File: config.mk
export PLATFORM = sky130hd
export DESIGN_NAME = gpio_qual_filter
export DESIGN_NICKNAME = d
export VERILOG_FILES = /design/src/rtl/gqf_pkg.sv /design/src/rtl/gqf_period_reg.sv /design/src/rtl/gqf_prescaler.sv /design/src/rtl/gqf_pin_filter.sv /design/src/rtl/gpio_qual_filter.sv
export SDC_FILE = /design/constraint.sdc
export NUM_CORES = 1
export LEC_CHECK = 0
export BUFFER_PORTS_ARGS = -buffer_cell sky130_fd_sc_hd__buf_2
export CAP_MARGIN = 40
export CORE_ASPECT_RATIO = 1.4
export CORE_UTILIZATION = 38
export DETAILED_ROUTE_END_ITERATION = 7
export PLACE_DENSITY = 0.61
export SYNTH_ARGS = -nofsm -noshare
export SYNTH_HDL_FRONTEND = slang
export SYNTH_HIERARCHICAL = 1
export SYNTH_SLANG_ARGS = --single-unit
export TNS_END_PERCENT = 30
File: constraint.sdc
create_clock -name clk -period 3.32 [get_ports clk]
set_clock_uncertainty 0.1 [all_clocks]
set_input_delay 0.498 -clock clk [delete_from_list [all_inputs] [get_ports clk]]
set_output_delay 0.498 -clock clk [all_outputs]
set_load 0.01 [all_outputs]
File: src/rtl/gqf_pkg.sv
package gqf_pkg;
  typedef enum logic [1:0] {
    MODE_PASS  = 2'b00,
    MODE_WIN3  = 2'b01,
    MODE_WIN6  = 2'b10,
    MODE_PASS2 = 2'b11
  } pin_mode_t;

  localparam int SHORT_WIN = 3;
  localparam int LONG_WIN  = 6;
endpackage

File: src/rtl/gqf_period_reg.sv
module gqf_period_reg #(
  parameter int W = 32
) (
  input  logic         clk,
  input  logic         rst,
  input  logic         we,
  input  logic         permit,
  input  logic [W-1:0] wdata,
  output logic [W-1:0] q
);
  always_ff @(posedge clk) begin
    if (rst) q <= '0;
    else if (we && permit) q <= wdata;
  end

  // a write without permit is dropped
  assert_locked_write_dropped_R3: assert property (@(posedge clk) disable iff (rst)
    (we && !permit) |=> $stable(q));
  // a permitted write is visible the next cycle
  assert_permitted_write_lands_R2: assert property (@(posedge clk) disable iff (rst)
    (we && permit) |=> (q == $past(wdata)));
endmodule

File: src/rtl/gqf_prescaler.sv
module gqf_prescaler #(
  parameter int CODE_W = 8
) (
  input  logic              clk,
  input  logic              rst,
  input  logic [CODE_W-1:0] code,
  output logic              strobe
);
  localparam int CNT_W = CODE_W + 1;

  logic [CNT_W-1:0] cnt;
  logic [CNT_W-1:0] reload;

  always_comb begin
    if (code == '0) reload = '0;
    else reload = {code, 1'b0} - CNT_W'(1);
  end

  assign strobe = (cnt == '0);

  always_ff @(posedge clk) begin
    if (rst) cnt <= '0;
    else if (strobe) cnt <= reload;
    else cnt <= cnt - CNT_W'(1);
  end

  // code zero samples again on the very next clock
  assert_code0_back_to_back_R4: assert property (@(posedge clk) disable iff (rst)
    (strobe && code == '0) |=> strobe);
  // nonzero code leaves a gap of at least one idle clock
  assert_nonzero_code_gap_R5: assert property (@(posedge clk) disable iff (rst)
    (strobe && code != '0) |=> !strobe);
endmodule

File: src/rtl/gqf_pin_filter.sv
module gqf_pin_filter
  import gqf_pkg::*;
(
  input  logic       clk,
  input  logic       rst,
  input  logic       raw,
  input  logic       sample,
  input  logic [1:0] mode,
  output logic       qout
);
  localparam int HW = LONG_WIN;

  logic          sync1, sync2;
  logic [HW-1:0] hist;
  logic          short_hi, short_lo, long_hi, long_lo;
  pin_mode_t     m;

  assign m = pin_mode_t'(mode);

  always_ff @(posedge clk) begin
    if (rst) begin
      sync1 <= 1'b0;
      sync2 <= 1'b0;
    end else begin
      sync1 <= raw;
      sync2 <= sync1;
    end
  end

  always_ff @(posedge clk) begin
    if (rst) hist <= '0;
    else if (sample) hist <= {hist[HW-2:0], sync2};
  end

  assign short_hi = &hist[SHORT_WIN-1:0];
  assign short_lo = ~|hist[SHORT_WIN-1:0];
  assign long_hi  = &hist;
  assign long_lo  = ~|hist;

  always_ff @(posedge clk) begin
    if (rst) qout <= 1'b0;
    else begin
      case (m)
        MODE_WIN3: begin
          if (short_hi) qout <= 1'b1;
          else if (short_lo) qout <= 1'b0;
        end
        MODE_WIN6: begin
          if (long_hi) qout <= 1'b1;
          else if (long_lo) qout <= 1'b0;
        end
        default: qout <= sync2;
      endcase
    end
  end

  // a rise under the short window follows three high samples
  assert_win3_rise_needs_run_R7: assert property (@(posedge clk) disable iff (rst)
    ($rose(qout) && $past(mode) == 2'b01) |-> ($past(hist[2:0]) == 3'b111));
  // a fall under the long window follows six low samples
  assert_win6_fall_needs_run_R8: assert property (@(posedge clk) disable iff (rst)
    ($fell(qout) && $past(mode) == 2'b10) |-> ($past(hist) == 6'b000000));
endmodule

File: src/rtl/gpio_qual_filter.sv
module gpio_qual_filter #(
  parameter int NPINS  = 32,
  parameter int BANK   = 8,
  parameter int CODE_W = 8
) (
  input  logic               clk,
  input  logic               rst,
  input  logic               per_we,
  input  logic               per_permit,
  input  logic [NPINS-1:0]   per_wdata,
  output logic [NPINS-1:0]   per_rd,
  input  logic [2*NPINS-1:0] mode_sel,
  input  logic [NPINS-1:0]   pin_in,
  output logic [NPINS-1:0]   qual_out
);
  localparam int NBANKS = NPINS / BANK;
  localparam int REG_W  = NBANKS * CODE_W;

  logic [REG_W-1:0]  per_q;
  logic [NBANKS-1:0] bank_stb;

  gqf_period_reg #(.W(REG_W)) u_reg (
    .clk(clk), .rst(rst), .we(per_we), .permit(per_permit),
    .wdata(per_wdata[REG_W-1:0]), .q(per_q)
  );

  assign per_rd = NPINS'(per_q);

  for (genvar b = 0; b < NBANKS; b++) begin : g_bank
    gqf_prescaler #(.CODE_W(CODE_W)) u_pre (
      .clk(clk), .rst(rst),
      .code(per_q[b*CODE_W +: CODE_W]),
      .strobe(bank_stb[b])
    );
  end

  for (genvar p = 0; p < NPINS; p++) begin : g_pin
    gqf_pin_filter u_pin (
      .clk(clk), .rst(rst), .raw(pin_in[p]),
      .sample(bank_stb[p / BANK]),
      .mode(mode_sel[2*p +: 2]),
      .qout(qual_out[p])
    );
  end

  // outputs leave reset at zero
  assert_outputs_clear_after_reset_R11: assert property (@(posedge clk)
    $fell(rst) |-> (qual_out == '0));
endmodule

======== Word level (Yosys, flattened, before mapping) ========
Cells that the tools add are included.
storage, ports and cells
  register bits ........................... 356
  word-level logic and storage cells ...... 606
  output and inout port bits .............. 64
operators by class
  equal/unequal tests ..................... 128
  muxes and demuxes ....................... 168
  reduce and logical (&&, ||, !) cells .... 169
  add/subtract/negate cells ............... 8
operators by type and width
  kind                                                                count
  3-bit by 2-bit != test with 1-bit output, second input constant     64
  6-bit AND reduction                                                 32
  6-bit OR reduction                                                  32
  1-bit two-way mux                                                   128
  3-bit AND reduction                                                 32
  3-bit OR reduction                                                  32
  9-bit two-way mux                                                   8
  9-bit by 1-bit subtractor with 9-bit output, second input constant  8
  2-bit by 1-bit == test with 1-bit output, second input constant     32
  2-bit == test, second input constant                                32
  1-bit one-hot mux with 2 select lines                               32
  2-bit AND reduction                                                 32
  9-bit zero test                                                     4
  8-bit zero test                                                     4
  1-bit logical AND                                                   1

======== Logic depth before layout (Yosys ltp) ========
  depth in word-level cells ............... 4
  depth in mapped cells ................... 8

======== By module ========
Netlist, hierarchy kept.
by module, submodules not included
  module                                seq. area each (µm²)  instances  cells each  area an instance (µm²)
  gqf_pin_filter                        180.2                 32         41          405.4
  gqf_period_reg                        640.6                 1          145         1522.7
  gqf_prescaler at g_bank[2].u_pre ...  180.2                 2          73          631.9
  gqf_prescaler at g_bank[0].u_pre      180.2                 1          77          639.4
  gqf_prescaler at g_bank[1].u_pre      180.2                 1          76          634.4

======== Least setup slack after synthesis ========
OpenSTA, ideal clock, no wires.
  path kind ............................... register -> register
  start point ............................. register g_bank[1].u_pre.cnt[0]
  end point ............................... register g_pin[10].u_pin.hist[0]
  path slack .............................. 1.211 ns
  cell stages (with the launch flop) ...... 9
  clock period less this slack ............ 2.109 ns
  required time ........................... 3.093 ns
  library setup time ...................... 0.127 ns
  buffers on the path ..................... 1
  data arrival time ....................... 1.882 ns
  cell sequence ........................... dfxtp_1 inv_1 ha_1 or4b_1 nand2b_1 inv_4 buf_2 mux2i_1 nor2_1
between the ends
  longest elaborated chain between the ends .. 1
RTL lines
  item                    RTL line                source
  from (decl)             gqf_prescaler.sv:11     logic [CNT_W-1:0] cnt;
  from (signal assigned)  gqf_prescaler.sv:23     else if (strobe) cnt <= reload;
  from (signal assigned)  gqf_prescaler.sv:24     else cnt <= cnt - CNT_W'(1);
  9-bit zero test         gqf_prescaler.sv:19     assign strobe = (cnt == '0);
  named net bank_stb[1]   gpio_qual_filter.sv:20  logic [NBANKS-1:0] bank_stb;
  to (signal assigned)    gqf_pin_filter.sv:32    else if (sample) hist <= {hist[HW-2:0], sync2};
  to (decl)               gqf_pin_filter.sv:14    logic [HW-1:0] hist;
The timed path passes the listed nets, and every way through them passes these cells.
A chain may end at the register's enable or synchronous reset.

======== Worst setup path after layout ========
  start point ............................. register g_bank[1].u_pre.cnt[0]
  end point ............................... register g_pin[9].u_pin.hist[5]
between the ends
  longest elaborated chain between the ends .. 1
RTL lines
  item                   RTL line
  9-bit zero test        gqf_prescaler.sv:19
  named net bank_stb[1]  gpio_qual_filter.sv:20
  to (signal assigned)   gqf_pin_filter.sv:32
  to (decl)              gqf_pin_filter.sv:14
The timed path passes the listed nets, and every way through them passes these cells.

==> results.json <==
{
  "critical_path_peak_fanout": 30,
  "synth-adder-area-share": 0.0558,
  "grt_first_pass_wirelength_mm": 56.9,
  "io_buffers": 195,
  "root_buffer": "clkbuf_16",
  "worstSetupPathType": "reg -> reg",
  "die-height_um": 253,
  "critical_path_arrival_ns": 2.83,
  "drv_cap": 0,
  "post_synth_main_area_contributors": "dfxtp_1 42%, mux2i_1 12%, ha_1 5.6%",
  "worst_hold_path_type": "in -> reg",
  "drt-vias-per-instance": 5.14,
  "synth.net_count": 1964,
  "synth-edff-count": 0,
  "power-per-cell-area_mw_per_mm2": 630,
  "cts_tree": "built",
  "multi_input_comb_area_mm2": 0.00912,
  "die_width_um": 181,
  "mostFrequentLayoutCell": "dfxtp_1",
  "required_ns": 3.59,
  "synth_top_area_share": 0.418,
  "num_rows": 91,
  "post-place-ws_ns": 0.756,
  "min_period_ns": 2.56,
  "global_route.overflow_total": 0,
  "seq_cell_area_mm2": 0.00713,
  "initial_utilization": 0.386,
  "postLayoutSetupSlackWorst_ns": 0.760,
  "first_global_vias": 12400,
  "drt-initial-drc-count": 360,
  "num_antenna_cells": 0,
  "synth.yosys.warnings": 6,
  "final_cell_mix": "356 x dfxtp_1, 228 x nor2_1, 200 x mux2i_1",
  "setup-violations-final": 0,
  "share_of_cell_area_taken_by_muxes_after_synthesis": 0.118,
  "antenna_violations_before_repair": 3,
  "drive_above_1_share": 0.197,
  "timing.fmax_mhz": 391,
  "remaining_design_rule_violation_count": 0,
  "gr-usage-met2": 0.267,
  "status": "finished, final reports clean",
  "static-leakage-power_nw": 7.78,
  "num_vias": 12900,
  "post_synth_xor_area_fraction": 0.0170,
  "yosys.area.top_type": "dfxtp_1",
  "synthDistinctLibCells": 52,
  "timing.final.max_slew_violations": 0,
  "grt_util_met1": 0.165,
  "top_level_ports": 196,
  "detail_route.wl_per_cell_um": 13.6,
  "dominantRegCellSynth": "dfxtp_1",
  "max_slew.worst_pin.slew_ns": 0.881,
  "synth_area_mm2": 0.0170,
  "post-route-util": 0.446,
  "routability_driven_placement_congestion_ratio": 0.785,
  "yosys.area_share.simple": 0.179,
  "ctsResizeCount": 0,
  "cts.hold.buffers_added": 0,
  "clock_tree.buffer_depth": 3,
  "drtPass1Iterations": 6,
  "detailed_placement_wirelength_estimate_mm": 23.5,
  "post-cts-setup-buffer-count": 0,
  "worstSetupStartpointType": "register",
  "synth_top_family_by_area": "simple AND/OR/NAND/NOR gates",
  "synth_compound_gate_area_share": 0.166,
  "synth_sequential_area_ratio": 0.418,
  "numClockSinks": 356,
  "cts_max_level": 2,
  "syn-mean-instance-area_um2": 9.70,
  "postRouteWirelength_mm": 34.0,
  "cts-buffers-inserted": 40,
  "hold_violations": 0,
  "busiest_metal_layer_after_global_routing": "met2",
  "global_route_usage_over_all_layers": 0.147,
  "clkLatencyLatePin_ns": 0.53,
  "asyncSetResetFlopFracSynth": 0,
  "design.final.nets": 2128,
  "fp.dieArea_mm2": 0.0457,
  "layout.filler_cells": 4247,
  "syn_inst": 1756,
  "layout_worst_path_cycle_share": 0.771,
  "rrSetupSlack_ns": 0.76,
  "final_antenna_net_count": 0,
  "timing.max_slew.rel_slack": 0.413,
  "pin_count_of_the_biggest_net_entering_global_routing": 135,
  "floorplan.core_area_mm2": 0.0442,
  "worst_setup_hold_path_clk_slew_ns": 0.06,
  "globalRouteMet3Util": 0.0363,
  "area_delta_synth_final_pct": 15.6,
  "grt_setup_unrepaired": "no",
  "peakVddDrop_mv": 0.416,
  "final.setup.tns_ns": 0,
  "synth_seq_cells": 356,
  "critical_path.endpoint_type": "register"
}
==> worst paths after layout <==
| kind | startpoint | endpoint | cells after the start |
|---|---|---|---|
| max | g_bank[1].u_pre/cnt[0]$_SDFF_PP0_ | g_pin[9].u_pin/hist[5]$_SDFFE_PP0P_ | 8 |
| min | pin_in[22] | g_pin[22].u_pin/sync1$_SDFF_PP0_ | 2 |
| max reg2reg | g_bank[1].u_pre/cnt[0]$_SDFF_PP0_ | g_pin[9].u_pin/hist[5]$_SDFFE_PP0P_ | 8 |
| min reg2reg | g_pin[7].u_pin/sync1$_SDFF_PP0_ | g_pin[7].u_pin/sync2$_SDFF_PP0_ | 1 |
==> routing by layer <==
metal / part of all wire / vias up
met4: 0.024 / 6
met2: 0.50 / 186
met1: 0.43 / 6027
met3: 0.051 / 58
li1: - / 6604
met5: 0.0011 / -
==> critical path: stages, from the launching register on <==
cell and delay (ns):
dfxtp_1 0.32, inv_1 0.07, ha_1 0.19, or4b_1 0.53
nand2b_1 0.26, inv_4 0.37, buf_12 0.29, mux2i_1 0.21
nor2_1 0.06
==> synth_stat cells, types with 24 or more instances <==
| library cell | instances |
|---|---|
| nor2b_1 | 64 |
| inv_1 | 82 |
| clkbuf_1 | 36 |
| ha_1 | 76 |
| o32a_1 | 32 |
| o31a_1 | 32 |
| a211oi_2 | 32 |
| a21oi_1 | 56 |
| nand2_1 | 50 |
| xor2_1 | 24 |
| mux2i_1 | 200 |
| nor3_1 | 105 |
| a21oi_2 | 28 |
| buf_2 | 39 |
| dfxtp_1 | 356 |
| nor2_1 | 228 |
| a41oi_1 | 32 |
| a21bo_1 | 28 |
| nand3_1 | 112 |
| o2bb2ai_2 | 32 |
==> cell families (layout without fill, tap and decap cells) <==
group | after synthesis | count (layout)
flops | 356 | 356
compound gates | 304 | 304
simple gates | 615 | 615
mux | 200 | 200
xor+xnor | 33 | 33
fa+ha+maj | 76 | 76
buf+inv | 172 | 365
==> stage by stage <==
step	area [um2]	instances	hold slack [ns]	power, mW
2_1_floorplan	17000	1756	0.314	7.71
3_3_place_gp	18400	2436	0.318	8.18
3_5_place_dp	18400	2436	0.325	8.25
4_1_cts	19700	2507	0.0388	12.6
5_1_grt	19700	2507	0.0628	13.1
6_report	19700	2507	0.0798	12.4
==> final cells by class <==
cell class	instances	share of cell area
Multi-Input combinational cell	1228	0.463
Sequential cell	356	0.362
Clock buffer	62	0.0596
Timing Repair Buffer	209	0.0579
Tap cell	558	0.0354
Clock inverter	9	0.00527
Inverter	85	0.0168
==> report_power, final <==
group	switching (mW)	total [mW]	internal, mW
Clock	1.70	4.29	2.58
Sequential	0.289	4.85	4.56
Combinational	1.75	3.28	1.54
Total	3.74	12.4	8.68
==> flip-flops by register name, summed over array words and instances, names as in the netlist <==
| register | flops |
|---|---|
| g_pin.u_pin/hist | 192 |
| u_reg/q | 32 |
| g_pin.u_pin/qout | 32 |
| g_pin.u_pin/sync1 | 32 |
| g_bank.u_pre/cnt | 36 |
| g_pin.u_pin/sync2 | 32 |
Power figures use the tool's default switching activity.
